**src/rtl/edge_capture.sv**
```systemverilog
module edge_capture #(
  parameter int CNT_W = 8,
  parameter int TS_W  = 16,
  parameter int SYNC  = 2
) (
  input  logic             clk,
  input  logic             rst_n,
  input  logic             pin_in,
  input  logic [TS_W-1:0]  tstamp,
  input  logic             src_sel,
  input  logic             pre_en,
  input  logic [CNT_W-1:0] pre_cmp,
  input  logic [1:0]       edge_a,
  input  logic [1:0]       edge_b,
  input  logic             one_shot,
  input  logic             arm_start,
  input  logic             arm_stop,
  input  logic             ie_a,
  input  logic             ie_b,
  input  logic             clr_a,
  input  logic             clr_b,
  output logic [TS_W-1:0]  cap_a,
  output logic [TS_W-1:0]  cap_b,
  output logic             flag_a,
  output logic             flag_b,
  output logic             irq_a,
  output logic             irq_b,
  output logic [CNT_W-1:0] edge_cnt,
  output logic             armed
);

  logic [SYNC:0] sh;
  logic pulse, slot;

  wire cur  = sh[SYNC-1];
  wire prev = sh[SYNC];
  wire rise = cur & ~prev;
  wire fall = ~cur & prev;
  wire any_edge = rise | fall;

  wire [CNT_W-1:0] cnt_inc = edge_cnt + 1'b1;
  wire hit = any_edge && (cnt_inc == pre_cmp);

  function automatic logic qualify(input logic [1:0] sel, input logic r, input logic f,
                                   input logic p, input logic use_p);
    if (sel == 2'b00) return 1'b0;
    if (use_p)        return p;
    return (sel[1] & r) | (sel[0] & f);
  endfunction

  wire ev_a = qualify(edge_a, rise, fall, pulse, src_sel);
  wire ev_b = qualify(edge_b, rise, fall, pulse, src_sel);
  wire go_a = armed && !slot && ev_a;
  wire go_b = armed &&  slot && ev_b;

  always_ff @(posedge clk or negedge rst_n)
    if (!rst_n) sh <= '0;
    else        sh <= {sh[SYNC-1:0], pin_in};

  always_ff @(posedge clk or negedge rst_n)
    if (!rst_n) begin
      edge_cnt <= '0;
      pulse    <= 1'b0;
    end else begin
      pulse <= pre_en && hit;
      if (!pre_en)       edge_cnt <= '0;
      else if (any_edge) edge_cnt <= hit ? '0 : cnt_inc;
    end

  always_ff @(posedge clk or negedge rst_n)
    if (!rst_n) begin
      armed <= 1'b0;
      slot  <= 1'b0;
    end else if (arm_stop) begin
      armed <= 1'b0;
      slot  <= 1'b0;
    end else if (arm_start && !armed) begin
      armed <= 1'b1;
      slot  <= 1'b0;
    end else if (go_a) begin
      slot <= 1'b1;
    end else if (go_b) begin
      slot <= 1'b0;
      if (one_shot) armed <= 1'b0;
    end

  always_ff @(posedge clk or negedge rst_n)
    if (!rst_n) begin
      cap_a  <= '0;
      cap_b  <= '0;
      flag_a <= 1'b0;
      flag_b <= 1'b0;
    end else begin
      if (go_a) cap_a <= tstamp;
      if (go_b) cap_b <= tstamp;
      flag_a <= go_a | (flag_a & ~clr_a);
      flag_b <= go_b | (flag_b & ~clr_b);
    end

  assign irq_a = flag_a & ie_a;
  assign irq_b = flag_b & ie_b;

endmodule


```
**config.mk**
```make
export PLATFORM = sky130hd
export DESIGN_NAME = edge_capture
export DESIGN_NICKNAME = d
export VERILOG_FILES = /design/src/rtl/edge_capture.sv
export SDC_FILE = /design/constraint.sdc
export NUM_CORES = 1
export LEC_CHECK = 0
export BUFFER_PORTS_ARGS = -buffer_cell sky130_fd_sc_hd__buf_2
export CORE_AREA = 2 2 74 76
export DETAILED_ROUTE_END_ITERATION = 8
export DIE_AREA = 0 0 76 78
export GPL_ROUTABILITY_DRIVEN = 0
export MAX_ROUTING_LAYER = met4
export PLACE_DENSITY_LB_ADDON = 0.2
export SYNTH_ARGS = -nofsm -noshare
export SYNTH_HDL_FRONTEND = slang
export SYNTH_SLANG_ARGS = --single-unit
```
**constraint.sdc**
```tcl
create_clock -name clk -period 5.5 [get_ports clk]
set_input_delay 0.275 -clock clk [delete_from_list [all_inputs] [get_ports clk]]
set_output_delay 0.275 -clock clk [all_outputs]
set_load 0.02 [all_outputs]
```
==> run metrics, run 1 <==
Die Y=slightly below 80 um; syn_nets=roughly 220; wire per inst=13.19 um; Clk pwr share=between 20% and 30%; crit path max-delay cell type=dfrtp_1; total negative slack=0 ns; Synth cell types=37; share of layout cells above drive strength 1=between 40% and 50%; kind of cell adding the most delay to the critical path=simple AND/OR/NAND/NOR gates; RSZ-0062 raised after global routing=no; Leakage=between 1 and 1.5 nW; Final setup viols=0; Layout Nets=approximately 310; Initial DRT Pass Iterations=4; Worst-Skew Late Latency=between 0.2 and 0.3 ns; initial core utilization=between 40 and 50%; fmax=approximately 480 MHz; final worst slack=about 3.4 ns; predominant post-synthesis flop cell=dfrtp_1; core area=a little over 5000 um2; Reg clk slew, reported paths=0.08 ns; overall power=approximately 0.90 mW; number of flops mapped to enable cells by yosys=0; root buf cell=clkbuf_8; multiplexer share of the synthesized area=between 10% and 20%; CP Capture Type=flip-flop; Slew Limit Fails=0; GRT Util Overall=between 10% and 20%; Seq/Total Area, Yosys=54.42%; status=completed; CTS tree=yes; synthesized area=2207 um2; Ant. Diodes=0; Row Count=26; clock sink count=48; yosys warns=0; initial antenna violation count=0; pwr dens=around 320 nW/um2; port bufs=between 80 and 90; Seq pwr share=around 48%; pre-CTS setup slack=~3.4 ns; Die Wd=76 um; xor and xnor area share after synthesis=around 6.0%; main combinational cell family by area after synthesis=multiplexers; Setup Buffers After CTS=0; synthesized area per cell=12.40 um2; Least-Margin Pin Slew=1.031 ns; Longest Clk Path Bufs=2; Die ar.=5928 um2; maximum vdd drop=roughly 0.12 mV; combinational power share=about a quarter; P&R area growth vs syn=26.36%; Ports=85; cell-by-cell trace of the critical path=ha_1 > nand3_1 > nor3_1 > nor4bb_1 > o311a_2 > nor3b_1; net switching power figure=about 0.27 mW; Post-synth ARST share=between 90% and 100%; WP buf/inv=0; startpoint types=flip-flop; Max Cap Viol=0; number of global-route vias before repair=around 1600; Post-CTS Resized=0; Int Pwr=about 0.64 mW; first-pass GRT wire length=a little over 7000 um; non-filler cells, final=333; clock skew=~0.004 ns; crit-path max cell delay=roughly 0.55 ns; Hold-fix buffers, CTS=0; Synth Area in Simple Gates=10.71%; HPWL Detailed=roughly 3200 um; critical path arrival=2.30 ns; Mapped Cells=about 180; total grt overflow=0; number of buffers created by CTS=5; Iter 0 DRT Violations=45; vias per cell=4.970; Total Wirelength=between 4000 and 5000 um; Adder-Cell Fraction of Synth Area=1.701%; synthesis-stage register bit count=48; CP Class=flip-flop to flip-flop; Post-route DRC=0; Slew HR=between 30% and 40%; largest net degree at the start of global routing=between 40 and 50; Final min period=about 2.1 ns; Final Hold Violating Endpoints=0; Required @ worst endpoint=5.71 ns; post-route ant nets=0; Switching Share=roughly 30%; final worst path period share=between 30% and 40%; number of H-tree levels=2; Worst Path Max Fanout=9; worst min path class=input port to flip-flop; placed cell count=between 300 and 400; via count=between 1500 and 2000; Compound-Gate Fraction of Synth Area=around 7.7%
==> power by group through the flow <==
stage,clock network [mW],logic (mW),registers [mW]
finish,0.245,0.223,0.434
global route,0.269,0.239,0.442
CTS,0.254,0.226,0.435
detailed placement,0,0.226,0.442
global placement,0,0.224,0.440
floorplan,0,0.0720,0.506
==> routing by layer <==
layer  vias to the layer above  wire, um  GRT usage, %
li1                        793         -             -
met1                       792      1944         19.06
met2                        64      2119         25.09
met3                         6       294         4.070
met4                         0        36         6.000
met5                         -         0             -
==> flip-flops by register name (all words and copies together), names as in the netlist, 3 cells and up <==
| register | count |
|---|---|
| cap_a | 16 |
| cap_b | 16 |
| edge_cnt | 8 |
| sh | 3 |
==> stage by stage <==
step | cell area (um2) | hold slack, ns | util (%)
after floorplan | 2207 | -0.02059 | -
after global placement | 2681 | 0.3373 | 53.18
after detailed placement | 2681 | 0.3379 | 53.18
after CTS | 2789 | 0.07966 | 55.31
after global routing | 2789 | 0.06788 | 55.31
final | 2789 | 0.08502 | 55.31
==> layout make-up <==
type | count | area [um2]
repair buffers | 85 | 427.9
well taps | 70 | 87.58
clock inverters | 2 | 35.03
fillers | 441 | 2253
multi-input cells | 114 | 934.6
clock buffers | 6 | 72.57
flip-flops and latches | 48 | 1201
inverters | 8 | 30.03
==> final timing paths <==
| path | depth (start not counted) | end | slack [ns] | start |
|---|---|---|---|---|
| max | 6 | edge_cnt[7] | 3.40 | edge_cnt[0] |
| min | 1 | sh[0] | 0.09 | pin_in |
| max reg2reg | 6 | edge_cnt[7] | 3.40 | edge_cnt[0] |
| min reg2reg | 0 | sh[1] | 0.35 | sh[0] |
| max in group asynchronous | 1 | edge_cnt[7] | 4.71 | rst_n |
| min in group asynchronous | 1 | cap_b[12] | 0.16 | rst_n |
==> layout by cell type, fill, tap and decap left out, types with 2 or more instances in the layout <==
| cell type | count |
|---|---|
| ha_1 | 3 |
| xnor2_1 | 11 |
| dfrtp_1 | 48 |
| nand3_1 | 5 |
| and2_1 | 3 |
| mux2_2 | 32 |
| xor2_1 | 4 |
| nand2_1 | 7 |
| o21ai_0 | 10 |
| nor3b_1 | 5 |
| inv_1 | 8 |
| nor3_1 | 4 |
| nand2b_1 | 3 |
| a21oi_1 | 2 |
| nor2_1 | 7 |
| buf_2 | 84 |
| clkbuf_8 | 5 |
==> synthesized netlist by cell type (all sizes together) (3+ instances only) <==
| library cell | count | area share, % |
|---|---|---|
| nand2 | 7 | 1.2 |
| mux2 | 32 | 16 |
| nor2 | 7 | 1.2 |
| nor3 | 4 | 0.91 |
| xnor2 | 11 | 4.4 |
| buf | 4 | 1.1 |
| clkbuf | 4 | 0.74 |
| and2 | 3 | 0.85 |
| xor2 | 4 | 1.6 |
| dfrtp | 48 | 54 |
| o21ai | 10 | 2.3 |
| nand2b | 3 | 0.85 |
| nand3 | 5 | 1.1 |
| nor3b | 5 | 1.7 |
| inv | 8 | 1.4 |
| ha | 3 | 1.7 |
==> logic make-up after synthesis <==
kind of cell	Yosys count
AO/OA/AOI/OAI	23
AND/OR/NAND/NOR	41
XOR/XNOR	15
adder cells (fa/ha/maj)	3
flip-flops	48
buffers and inverters	16
multiplexers	32
Note: power is estimated with default switching activity, not from simulation.
==> run 2: changes to the inputs <==
Clock period 5.5 ns to 1.8 ns, I/O delays scaled along.
==> run 2 against run 1 <==
First-iteration DRC count grew 96%; worst hold slack lost 0.044 ns; highest routed layer unchanged; the run now ends with setup timing left; final cell count grew 6.6%; total power grew to 3.1 times the previous value.
==> run metrics, run 2 (synthesis gave the netlist of run 1 again) <==
grt peak-use layer=met2 (unchanged); non-filler cells, final=355 (was 333); Switching Share=29.78% (was 29.59%); number of buffers created by CTS=5 (unchanged); Max Cap Viol=0 (unchanged); status=complete, but fails checks (was completed); Worst Path Max Fanout=5 (was 9); Slew HR=72.31% (was 31.29%); Total Wirelength=4786 um (was 4393 um); Required @ worst endpoint=1.97 ns (was 5.71 ns); placed cell count=342 (was 325); Clk pwr share=26.6% (was 27.1%); wire per inst=13.48 um (was 13.19 um); number of H-tree levels=2 (unchanged); Die Y=78 um (unchanged); HPWL Detailed=3528 um (was 3197 um); Final setup viols=1 (was 0); critical path arrival=1.98 ns (was 2.30 ns); fmax=552.6 MHz (was 476.4 MHz); Leakage=1.558 nW (was 1.416 nW); Initial DRT Pass Iterations=4 (unchanged); RSZ-0062 raised after global routing=yes (was no); Iter 0 DRT Violations=88 (was 45); root buf cell=clkbuf_8 (unchanged); Die ar.=5928 um2 (unchanged); R2R depth=5 (was 6); pre-CTS setup slack=-0.1567 ns (was 3.413 ns); final worst path period share=100.5% (was 38.17%); CTS tree=yes (unchanged); WP buf/inv=0 (unchanged); overall power=2.822 mW (was 0.9022 mW); worst min path class=input port to flip-flop (unchanged); Layout Nets=327 (was 305); initial antenna violation count=0 (unchanged); Worst-Skew Late Latency=0.29 ns (about the same); first-pass GRT wire length=8038 um (was 7210 um); final worst slack=-0.009755 ns (was 3.401 ns); clock sink count=48 (unchanged); combinational power share=26.6% (was 24.7%); Die Wd=76 um (unchanged); Slew Limit Fails=0 (unchanged); vias per cell=4.899 (was 4.970); Crit path depth=5 (was 6); post-route ant nets=0 (unchanged); M1 GR Usage=21.92% (was 19.06%); crit-path max cell delay=0.42 ns (was 0.55 ns); kind of cell adding the most delay to the critical path=compound AO/OA/AOI/OAI gates (was simple AND/OR/NAND/NOR gates); Row Count=26 (unchanged); failing checks=setup timing; cell-by-cell trace of the critical path=nand4_4 > or3_4 > a2111oi_4 > o311a_4 > o21ai_1 (was ha_1 > nand3_1 > nor3_1 > nor4bb_1 > o311a_2 > nor3b_1); port bufs=84 (unchanged); Final Util=62.43% (was 55.31%); pwr dens=896.4 nW/um2 (was 323.5 nW/um2); Longest Clk Path Bufs=2 (unchanged); share of layout cells above drive strength 1=57.54% (was 49.05%); met2 Use GR=28.66% (was 25.09%); total grt overflow=0 (unchanged); total negative slack=-0.009755 ns (was 0 ns); GRT Util Overall=17.26% (was 15.60%); P&R area growth vs syn=42.63% (was 26.36%); net switching power figure=0.8403 mW (was 0.2670 mW); clock skew=0.003784 ns (was 0.003993 ns); Ant. Diodes=0 (unchanged); Seq pwr share=46.8% (was 48.2%); initial core utilization=43.77% (unchanged); maximum vdd drop=0.4279 mV (was 0.1216 mV); Ports=85 (unchanged); Reg clk slew, reported paths=0.09 ns (was 0.08 ns); Final Hold Violating Endpoints=0 (unchanged); via count=1739 (was 1655); Final min period=1.810 ns (was 2.099 ns); crit path max-delay cell type=dfrtp_2 (was dfrtp_1); Least-Margin Pin Slew=0.4109 ns (was 1.031 ns); Min-Delay Path Depth=2 (was 1); startpoint types=flip-flop (unchanged); commonest non-fill, non-tap cell in the layout=buf_2 (unchanged); Int Pwr=1.982 mW (was 0.6352 mW); number of global-route vias before repair=1700 (was 1597); Final Cell Area=3148 um2 (was 2789 um2); largest registers=cap_a (16), cap_b (16), edge_cnt (8) (unchanged); Post-route DRC=0 (unchanged); core area=5042 um2 (unchanged); hold_ws=0.04105 ns (was 0.08502 ns); highest-count cells in the layout ignoring fill and taps=buf_2 (84), dfrtp_1 (43), mux2_2 (32) (was buf_2 (84), dfrtp_1 (48), mux2_2 (32)); placed cell area=2860 um2 (was 2681 um2); GR met3 Demand/Resource=3.488% (was 4.070%); CP Capture Type=flip-flop (unchanged); CP Class=flip-flop to flip-flop (unchanged); largest net degree at the start of global routing=32 (was 49)
## run 2: cell types whose count changed in the layout (fill, tap and decap cells not counted), moves of 3 or more
cell | previous run | this run
buf_12 | 0 | 3
buf_4 | 1 | 15
dfrtp_1 | 48 | 43
dfrtp_2 | 0 | 5
dlygate4sd3_1 | 0 | 4
o21ai_0 | 10 | 6
o21ai_1 | 0 | 3
## run 2: layout make-up
cell class | instances | area, um2
inverter | 8 | 30.03
clock inverter | 3 | 42.54
sequential | 48 | 1207
multi-input combinational | 115 | 1079
timing repair buffer | 106 | 633.1
tap | 70 | 87.58
fill | 404 | 1894
clock buffer | 5 | 68.82
## run 2: timing repair
| action | 4_1_cts | 5_1_grt |
|---|---|---|
| hold buffers | 4 | 0 |
| setup buffers | 0 | 0 |
| hold endpoints to repair | 21 | 0 |
| pin swaps | 2 | 3 |
| endpoints found under the setup margin | 9 | 9 |
| cloned | 1 | 0 |
| resized for setup | 9 | 12 |
## run 2: power by group through the flow
stage               sequential [mW]  clock (mW)  combinational, mW
finish                         1.32       0.750              0.752
global route                   1.34       0.830              0.809
CTS                            1.32       0.784              0.749
detailed placement             1.34           0              0.730
global placement               1.34           0              0.722
floorplan                      1.55           0              0.226
## run 2: worst register-to-register path: stages, from the launching register on
cell and delay (ns):
dfrtp_2 0.42, nand4_4 0.11, or3_4 0.41, a2111oi_4 0.37, o311a_4 0.30, o21ai_1 0.08
## run 2: final timing paths
| check | to | from | slack, ns |
|---|---|---|---|
| min | cap_a[4] | tstamp[4] | 0.04 |
| min in group asynchronous | cap_a[9] | rst_n | 0.28 |
| max in group asynchronous | edge_cnt[4] | rst_n | 1.01 |
| min reg2reg | sh[1] | sh[0] | 0.35 |
| max | edge_cnt[1] | edge_cnt[1] | -0.01 |
| max reg2reg | edge_cnt[1] | edge_cnt[1] | -0.01 |
## run 2: routing by layer
metal	vias to the layer above	wire length (um)
li1	839	-
met1	841	2215
met2	55	2293
met3	4	241
met4	0	36
met5	-	0
==> run 3: changes to the inputs <==
Settings changed: GPL_TIMING_DRIVEN from default to 0, SETUP_SLACK_MARGIN from default to 0.4.
Clock period 1.8 ns to 1.9 ns, I/O delays scaled along.
==> run 3 against run 2 <==
The flow finishes with violations (hold timing); total power shrank 0.12%; critical path depth is 2 higher; worst hold slack worse by 0.057 ns; routed wire length is 12% higher; sequential power is 5% lower; critical path type unchanged; critical endpoint is now pulse; largest cell class unchanged.
==> run metrics, run 3 (synthesis gave the netlist of run 1 again) <==
worst r2r dst=pulse (was edge_cnt[1]); Die Y=78 um (unchanged); Layout Nets=333 (was 327); largest net degree at the start of global routing=49 (was 32); Reg clk slew, reported paths=0.09 ns (about the same); Seq pwr share=44.9% (was 46.8%); Slew Limit Fails=0 (unchanged); overall power=2.818 mW (was 2.822 mW); number of buffers created by CTS=5 (unchanged); crit path max-delay cell type=o41ai_1 (was dfrtp_2); worst min path class=input port to asynchronous set/reset pin (was input port to flip-flop); R2R depth=7 (was 5); initial core utilization=43.77% (unchanged); Total Wirelength=5338 um (was 4786 um); highest-count cells in the layout ignoring fill and taps=buf_2 (84), dfrtp_1 (41), mux2_4 (32) (was buf_2 (84), dfrtp_1 (43), mux2_2 (32)); CP Class=flip-flop to flip-flop (unchanged); R2R Path Start=edge_cnt[0] (was edge_cnt[1]); Iter 0 DRT Violations=65 (was 88); fmax=531.2 MHz (was 552.6 MHz); final worst slack=0.01758 ns (was -0.009755 ns); failing checks=hold timing (was setup timing); initial antenna violation count=0 (unchanged); Final Hold Violating Endpoints=48 (was 0); clock sink count=48 (unchanged); root buf cell=clkbuf_8 (unchanged); combinational power share=28.7% (was 26.6%); Initial DRT Pass Iterations=4 (unchanged); core area=5042 um2 (unchanged); total negative slack=0 ns (was -0.009755 ns); Least-Margin Pin Slew=1.041 ns (was 0.4109 ns); pwr dens=848.7 nW/um2 (was 896.4 nW/um2); P&R area growth vs syn=50.45% (was 42.63%); maximum vdd drop=0.4100 mV (was 0.4279 mV); Switching Share=30.22% (was 29.78%); CP Capture Type=flip-flop (unchanged); Final min period=1.882 ns (was 1.810 ns); number of global-route vias before repair=1811 (was 1700); Max Cap Viol=0 (unchanged); Final setup viols=0 (was 1); largest registers=cap_a (16), cap_b (16), edge_cnt (8) (unchanged); wire per inst=14.79 um (was 13.48 um); Longest Clk Path Bufs=2 (unchanged); Required @ worst endpoint=2.14 ns (was 1.97 ns); Int Pwr=1.967 mW (was 1.982 mW); post-route ant nets=0 (unchanged); pre-CTS setup slack=-0.1457 ns (was -0.1567 ns); net switching power figure=0.8516 mW (was 0.8403 mW); commonest non-fill, non-tap cell in the layout=buf_2 (unchanged); clock skew=0.01035 ns (was 0.003784 ns); Slew HR=30.60% (was 72.31%); final worst path period share=99.07% (was 100.5%); Final Cell Area=3321 um2 (was 3148 um2); Row Count=26 (unchanged); kind of cell adding the most delay to the critical path=compound AO/OA/AOI/OAI gates (unchanged); Die Wd=76 um (unchanged); Worst Path Max Fanout=5 (unchanged); Ant. Diodes=0 (unchanged); fill count=393 (was 404); share of layout cells above drive strength 1=59.79% (was 57.54%); critical path arrival=2.12 ns (was 1.98 ns); CTS tree=yes (unchanged); total grt overflow=0 (unchanged); Worst-Skew Late Latency=0.30 ns (was 0.29 ns); startpoint types=flip-flop (unchanged); crit-path max cell delay=0.49 ns (was 0.42 ns); Leakage=1.679 nW (was 1.558 nW); number of H-tree levels=2 (unchanged); vias per cell=4.903 (was 4.899); WP buf/inv=3 (was 0); RSZ-0062 raised after global routing=yes (unchanged); status=complete, but fails checks (unchanged); Die ar.=5928 um2 (unchanged); cell-by-cell trace of the critical path=buf_6 > nand4_4 > buf_4 > buf_4 > o41ai_1 > o311a_4 > and2_4 (was nand4_4 > or3_4 > a2111oi_4 > o311a_4 > o21ai_1); via count=1770 (was 1739); R2R setup slack=0.02 ns (was -0.01 ns); Ports=85 (unchanged); first-pass GRT wire length=9108 um (was 8038 um); hold_ws=-0.01644 ns (was 0.04105 ns); Post-route DRC=0 (unchanged); Critical Path Most Common Cell=buf_4; GRT Util Overall=19.80% (was 17.26%); HPWL Detailed=3470 um (was 3528 um); placed cell area=2863 um2 (was 2860 um2); Clk pwr share=26.5% (was 26.6%); port bufs=84 (unchanged)
==> run 3: power by group through the flow <==
stage / Sequential [mW] / Combinational (mW) / Clock (mW)
floorplan: 1.47 / 0.282 / 0
global placement: 1.28 / 0.735 / 0
detailed placement: 1.28 / 0.745 / 0
CTS: 1.26 / 0.801 / 0.773
global route: 1.29 / 0.864 / 0.813
finish: 1.26 / 0.808 / 0.746
==> run 3: how the worst max path moves through the flow <==
stage	start	to	slack (ns)	depth (start not counted)
2_1_floorplan	edge_cnt[3]	pulse	0.07	6
3_3_place_gp	sh[1]	cap_a[7]	-0.12	6
3_5_place_dp	sh[1]	cap_a[7]	-0.15	6
4_1_cts	edge_cnt[1]	pulse	0.08	6
5_1_grt	edge_cnt[0]	pulse	-0.05	6
6_report	edge_cnt[0]	pulse	0.02	7
==> run 3: metrics by stage <==
step / utilization [%] / instances
4_1_cts: 64.76 / 359
3_5_place_dp: 56.77 / 332
2_1_floorplan: - / 178
3_3_place_gp: 56.77 / 332
6_report: 65.86 / 361
5_1_grt: 65.86 / 361
==> run 3: worst reg2reg max path: cells and delay by family, from the launching register on <==
kind            cells  cell delay, ns
compound gates      2            0.82
buf+inv             3            0.39
flops               1            0.42
simple gates        2            0.20
==> run 3: repair_timing <==
item / 4_1_cts / 5_1_grt
setup buffers: 12 / 2
endpoints found under the hold margin: 4 / 0
endpoints found under the setup margin: 45 / 44
cloned: 4 / 0
pin swaps: 8 / 6
gates resized for setup: 29 / 8
hold buffers: 3 / 0
==> run 3: area by class of cell <==
| class | count | area [um2] | share of cell area, % |
|---|---|---|---|
| Timing Repair Buffer | 104 | 604.3 | 18.20 |
| Tap cell | 70 | 87.58 | 2.638 |
| Sequential cell | 48 | 1210 | 36.44 |
| Buffer | 8 | 91.34 | 2.751 |
| Multi-Input combinational cell | 115 | 1182 | 35.61 |
| Inverter | 8 | 30.03 | 0.9043 |
| Clock buffer | 5 | 68.82 | 2.072 |
| Clock inverter | 3 | 46.29 | 1.394 |
==> run 3: per-layer routing <==
metal  GRT usage (%)  vias up  share of wire, %
met5               -        -                 0
met1           26.13      854                45
li1                -      851                 -
met2           32.05       61                50
met4           5.455        0              0.79
met3           3.256        4               4.6
